[src/rtl/ewc_pkg.sv]
`timescale 1ns/1ps
package ewc_pkg;
   // Which oscillator body the bank builds.
   typedef enum logic {
      OSC_CLOCKED = 1'b0,   // registered stand-in for simulation and lint
      OSC_RING    = 1'b1    // true asynchronous adder-carry ring
   } osc_impl_e;
endpackage

[src/rtl/ewc_prescaler.sv]
`timescale 1ns/1ps
module ewc_prescaler #(
   parameter int DIV_W = 16
) (
   input  logic             clk,
   input  logic             rst,
   input  logic             en,
   input  logic [DIV_W-1:0] reload,
   output logic             tick
);
   logic [DIV_W-1:0] cnt_q;

   always_ff @(posedge clk) begin
      if (rst) begin
         cnt_q <= '0;
         tick  <= 1'b0;
      end else if (!en) begin
         cnt_q <= reload;
         tick  <= 1'b0;
      end else if (cnt_q == '0) begin
         cnt_q <= reload;
         tick  <= 1'b1;
      end else begin
         cnt_q <= cnt_q - 1'b1;
         tick  <= 1'b0;
      end
   end


   tick_single_chk: assert property (@(posedge clk) disable iff (rst)
      (tick && en && reload != '0) |=> !tick);


   tick_gated_chk: assert property (@(posedge clk) disable iff (rst)
      !en |=> !tick);
endmodule

[src/rtl/ewc_osc_bank.sv]
`timescale 1ns/1ps
module ewc_osc_bank
   import ewc_pkg::*;
#(
   parameter int        NUM_OSC = 32,
   parameter int        OP_W    = 4,
   parameter osc_impl_e IMPL    = OSC_CLOCKED
) (
   input  logic               clk,
   input  logic               rst,
   input  logic [OP_W-1:0]    opnd_a,
   input  logic [OP_W-1:0]    opnd_b,
   output logic [NUM_OSC-1:0] smp_q
);
   logic [NUM_OSC-1:0] osc_w;

   for (genvar g = 0; g < NUM_OSC; g++) begin : g_osc
      if (IMPL == OSC_RING) begin : g_ring
         logic            carry_w;
         logic [OP_W-1:0] unused_low;
         assign {carry_w, unused_low} = {1'b0, opnd_a} + {1'b0, opnd_b}
                                       + {{OP_W{1'b0}}, ~carry_w};
         assign osc_w[g] = carry_w;
      end else begin : g_clocked
         logic            st_q;
         logic            carry_w;
         logic [OP_W-1:0] unused_low;
         assign {carry_w, unused_low} = {1'b0, opnd_a} + {1'b0, opnd_b}
                                       + {{OP_W{1'b0}}, st_q};
         always_ff @(posedge clk) begin
            if (rst) st_q <= 1'((g % 3) == 0);
            else     st_q <= ~carry_w;
         end
         assign osc_w[g] = carry_w;
      end
   end

   // First capture of the asynchronous oscillator outputs.
   always_ff @(posedge clk) begin
      if (rst) smp_q <= '0;
      else     smp_q <= osc_w;
   end
endmodule

[src/rtl/ewc_packer.sv]
`timescale 1ns/1ps
module ewc_packer #(
   parameter int NUM_OSC = 32,
   parameter int WORD_W  = 32
) (
   input  logic               clk,
   input  logic               rst,
   input  logic               en,
   input  logic               tick,
   input  logic [NUM_OSC-1:0] src,
   input  logic               ack,
   output logic [WORD_W-1:0]  data_q,
   output logic               valid_q
);
   localparam int              CNT_W = $clog2(WORD_W);
   localparam logic [CNT_W-1:0] LAST = CNT_W'(WORD_W - 1);

   logic [WORD_W-1:0] shift_q;
   logic [CNT_W-1:0]  cnt_q;
   logic              raw_bit;
   logic [WORD_W-1:0] next_word;
   logic              done;

   assign raw_bit   = ^src;
   assign next_word = {shift_q[WORD_W-2:0], raw_bit};
   assign done      = tick && en && (cnt_q == LAST);

   always_ff @(posedge clk) begin
      if (rst) begin
         shift_q <= '0;
         cnt_q   <= '0;
         data_q  <= '0;
         valid_q <= 1'b0;
      end else if (!en) begin
         cnt_q   <= '0;
         valid_q <= 1'b0;
      end else begin
         if (tick) begin
            shift_q <= next_word;
            cnt_q   <= (cnt_q == LAST) ? '0 : cnt_q + 1'b1;
         end
         if (done && (!valid_q || ack)) begin
            data_q  <= next_word;
            valid_q <= 1'b1;
         end else if (ack) begin
            valid_q <= 1'b0;
         end
      end
   end


   hold_until_ack_chk: assert property (@(posedge clk) disable iff (rst)
      (valid_q && !ack && en) |=> (valid_q && $stable(data_q)));


   ack_drop_chk: assert property (@(posedge clk) disable iff (rst)
      (valid_q && ack && !done) |=> !valid_q);


   disable_clear_chk: assert property (@(posedge clk) disable iff (rst)
      !en |=> !valid_q);


   valid_on_tick_chk: assert property (@(posedge clk) disable iff (rst)
      $rose(valid_q) |-> $past(tick));
endmodule

[src/rtl/entropy_word_collector.sv]
`timescale 1ns/1ps
module entropy_word_collector
   import ewc_pkg::*;
#(
   parameter int        NUM_OSC = 32,
   parameter int        WORD_W  = 32,
   parameter int        DIV_W   = 16,
   parameter int        OP_W    = 4,
   parameter osc_impl_e IMPL    = OSC_CLOCKED
) (
   input  logic               clk,
   input  logic               rst,
   input  logic               enable,
   input  logic [DIV_W-1:0]   period_cfg,
   input  logic [OP_W-1:0]    opnd_a,
   input  logic [OP_W-1:0]    opnd_b,
   input  logic               force_sel,
   input  logic [NUM_OSC-1:0] force_bits,
   input  logic               word_ack,
   output logic [WORD_W-1:0]  word_data,
   output logic               word_valid
);
   if (NUM_OSC < 1) begin : g_bad_osc
      $error("NUM_OSC must be at least 1");
   end
   if (WORD_W < 2) begin : g_bad_word
      $error("WORD_W must be at least 2");
   end
   if (DIV_W < 1 || OP_W < 1) begin : g_bad_width
      $error("DIV_W and OP_W must be at least 1");
   end

   logic               tick;
   logic [NUM_OSC-1:0] osc_smp;
   logic [NUM_OSC-1:0] src;

   ewc_prescaler #(.DIV_W(DIV_W)) u_presc (
      .clk(clk), .rst(rst), .en(enable), .reload(period_cfg), .tick(tick)
   );

   ewc_osc_bank #(.NUM_OSC(NUM_OSC), .OP_W(OP_W), .IMPL(IMPL)) u_bank (
      .clk(clk), .rst(rst), .opnd_a(opnd_a), .opnd_b(opnd_b), .smp_q(osc_smp)
   );

   assign src = force_sel ? force_bits : osc_smp;

   ewc_packer #(.NUM_OSC(NUM_OSC), .WORD_W(WORD_W)) u_pack (
      .clk(clk), .rst(rst), .en(enable), .tick(tick), .src(src),
      .ack(word_ack), .data_q(word_data), .valid_q(word_valid)
   );
endmodule

[config.mk]
export PLATFORM = sky130hd
export DESIGN_NAME = entropy_word_collector
export DESIGN_NICKNAME = d
export VERILOG_FILES = /design/src/rtl/ewc_pkg.sv /design/src/rtl/ewc_prescaler.sv /design/src/rtl/ewc_osc_bank.sv /design/src/rtl/ewc_packer.sv /design/src/rtl/entropy_word_collector.sv
export SDC_FILE = /design/constraint.sdc
export NUM_CORES = 1
export LEC_CHECK = 0
export CAP_MARGIN = 40
export CORE_MARGIN = 10
export CORE_UTILIZATION = 35
export CTS_CLUSTER_SIZE = 28
export DETAILED_ROUTE_END_ITERATION = 8
export DONT_BUFFER_PORTS = 1
export PLACE_DENSITY = 0.56
export SYNTH_ARGS = -nofsm -noshare
export SYNTH_HDL_FRONTEND = slang
export SYNTH_HIERARCHICAL = 1
export SYNTH_SLANG_ARGS = --single-unit
export TNS_END_PERCENT = 50
[constraint.sdc]
create_clock -name clk -period 2.6 [get_ports clk]
set_input_delay 0.39 -clock clk [delete_from_list [all_inputs] [get_ports clk]]
set_output_delay 0.39 -clock clk [all_outputs]
set_load 0.05 [all_outputs]
==> results.md <==
- Worst path max stage delay: 0.62 ns
- Final worst-path cycle share: between 70 and 80%
- Ys async rst share: 0%
- Slew Limit Fails: 0
- Area leader, netlist: dfxtp_1
- Post-Synth Simple-Gate Area: a little under an eighth
- Synth-to-layout area growth: 10.4%
- Resized cells post-CTS: 0
- Post-synthesis xor/xnor area fraction: 5.33%
- CTS tree: built
- Setup TNS: 0 ns
- Routed Antenna Nets: 0
- Die height: 164 um
- Detailed Place HPWL: approximately 11 mm
- Synth top cells by count: dfxtp_1 (150), nand2_1 (127), a21oi_1 (79)
- Core area: a little over 20000 um^2
- Syn_nets: 750
- Pleak: between 3 and 4 nW
- Register area: 3000 um^2
- Vias in the first global route: 4791
- CP Data Required Time: 2.86 ns
- Clk Tree Root Cell: clkbuf_16
- Overall routed net length: 15.0 mm
- # clock sinks: 150
- Synth Register Bits: 150
- Num CTS Buffers: 17
- Status: finished clean
- Critical-path cell list: inv_1 -> ha_1 -> or4b_2 -> nor4_1 -> xnor2_1 -> a211oi_2
- Drc violations: 0
- WHS: 0.107 ns
- Share of layout cells above drive strength 1: 20.4%
- Row cnt: 52
- 1st-iter DRT viols: 213
- Ys Warns: 6
- Final Hold Viols: 0
- Routability congestion estimate: 0.733
- Overall routing resource usage: 11.0%
- Multi-input logic area: 3810 um^2
- Hold Buf Count CTS: 0
- Overflow after GRT: 0
- Initial antenna violation count: 1
- Num ports: 94
- Setup crit start kind: flip-flop
- Mapped Area: 7230 um^2
- H-tree depth: 4
- Compound-Gate Fraction of Synth Area: 18.0%
- Path depth of the worst reg2reg path: 6
- Crit path time final: around 2.1 ns
- Die area: 26800 um^2
- Worst slew pin tran: 0.763 ns
- Final setup viols: 0
- Max cap viols: 0
- Via count: between 4000 and 5000
- Adder-Cell Fraction of Synth Area: 1.66%
- Post-CTS Setup Repair Bufs: 0
- Slew margin rel.: 49.1%
- Vias per std cell: 4.94
- Placed instance count: 910
- Max IR drop VDD: 0.399 mV
- Final std cells w/o fill: 942
- Post-synth EDFFs: 0
- Slowest stage cell, crit path: or4b_2
- Avg Synthesized Cell Area: 10.6 um^2
- RSZ-0062 raised after global routing: false
- Cell variety after synth: 52
- Fmax: between 0.4 and 0.5 GHz
- I/O Buffers: 0
- Power Dens Cells: 726 nW/um^2
- Crit-path max FO: 7
- Fillers: 1962
- Post-synthesis sequential area ratio: 41.5%
- Net count, final: 729
- Pin count of the biggest net entering global routing: between 80 and 90
- Yosys top cell area share: 41.5%
- Top-count cell post-synth: dfxtp_1
- Worst Skew: 0.0105 ns
- Crit path capture type: flip-flop
- Max Root-Sink Buffers: 2
- Global-route wire length before repair: 24.0 mm
- Synth Flop Type: dfxtp_1
- Worst hold path type: primary input to flip-flop
- Worst Setup Path Type: flip-flop to flip-flop
- TritonRoute pass-1 iters: 4
- Top post-synthesis cells by area: dfxtp_1 (42%), mux2i_1 (9.3%), o211ai_4 (8.8%), nand2_1 (6.6%), mux2_4 (6.2%)
- Starting Density: 35.6%
- Die W: 164 um
- Critical Path AT: roughly 2.3 ns
- Main combinational cell family by area after synthesis: compound AO/OA/AOI/OAI gates
- Worst skew pair latency: ~0.4 ns
- Hold Crit Depth: 1
- Mux contribution to synthesized area: ~16%
- Detail-routed net length per standard cell: 15.9 um
- Clk slew on worst S/H paths: 0.06 ns
- Gate Count Post-Synth: 680
## registers in the layout, indices dropped and copies added (netlist names)
signal	cells
u_bank/g_osc.g_clocked.st_q	32
u_bank/smp_q	32
u_pack/data_q	32
u_pack/shift_q	31
u_presc/cnt_q	16
u_pack/cnt_q	5
u_pack/valid_q	1
u_presc/tick	1
## worst paths after layout
check                     start                 end  slack [ns]
min reg2reg  u_pack/shift_q[30]  u_pack/shift_q[30]        0.46
max            u_presc/cnt_q[0]   u_presc/cnt_q[14]        0.54
max reg2reg    u_presc/cnt_q[0]   u_presc/cnt_q[14]        0.54
min                         rst   u_pack/shift_q[0]        0.11
## power by group
part | internal, mW | switching, mW | total [mW] | leakage (nW)
Combinational | 0.424 | 0.467 | 0.891 | 1.57
Sequential | 2.42 | 0.0884 | 2.51 | 1.23
Clock | 1.46 | 0.937 | 2.39 | 0.281
## final cells by class
class	instances	share of cell area, %
diodes	1	0.0313
clock buffers	19	5.67
clock inverters	12	1.61
inverters	2	0.0940
multi-input cells	469	47.8
flip-flops and latches	150	37.6
well taps	270	4.23
repair buffers	19	2.98
## worst max-delay path, delay by kind of cell, from the launching register on
kind	cells	cell delay, ns
AND/OR/NAND/NOR	2	0.87
flip-flops	1	0.33
adder cells (fa/ha/maj)	1	0.33
XOR/XNOR	1	0.18
buffers and inverters	1	0.11
AO/OA/AOI/OAI	1	0.09
## through the flow
step | area [um^2] | worst slack (ns) | power, mW | utilization (%)
floorplan | 7230 | 0.505 | 3.35 | -
global placement | 7370 | 0.371 | 3.44 | 36.3
detailed placement | 7400 | 0.309 | 3.47 | 36.4
CTS | 7980 | 0.534 | 5.89 | 39.3
global route | 7980 | 0.346 | 6.04 | 39.3
finish | 7980 | 0.541 | 5.79 | 39.3
## cell usage in the layout (no fill, tap or decap), types with 3 or more instances in the layout
master,n
and3_1,3
clkinv_2,4
a311oi_1,3
a211oi_2,10
buf_12,6
or4_1,3
dfxtp_1,150
nand2b_1,4
mux2i_1,67
clkinvlp_4,3
mux2_4,30
xnor2_1,32
xor2_1,12
ha_1,8
clkbuf_16,17
nor2_1,11
nand2_1,127
a21oi_1,79
buf_4,12
nand3_1,3
nor4_1,3
o211ai_4,30
a211oi_1,3
nor3_1,3
## routing by layer
layer,vias to the layer above,share of wire [%],track usage [%]
met5,-,0,0
met3,11,7.3,4.48
li1,2322,-,-
met2,89,50,19.2
met4,0,1.2,3.29
met1,2234,41,12.0
## cells by family after synthesis
family,Yosys count
adder cells (fa/ha/maj),9
buffers and inverters,61
multiplexers,99
flip-flops,150
XOR/XNOR,44
AO/OA/AOI/OAI,137
AND/OR/NAND/NOR,180
No activity file was read; power rests on OpenSTA's default activity.
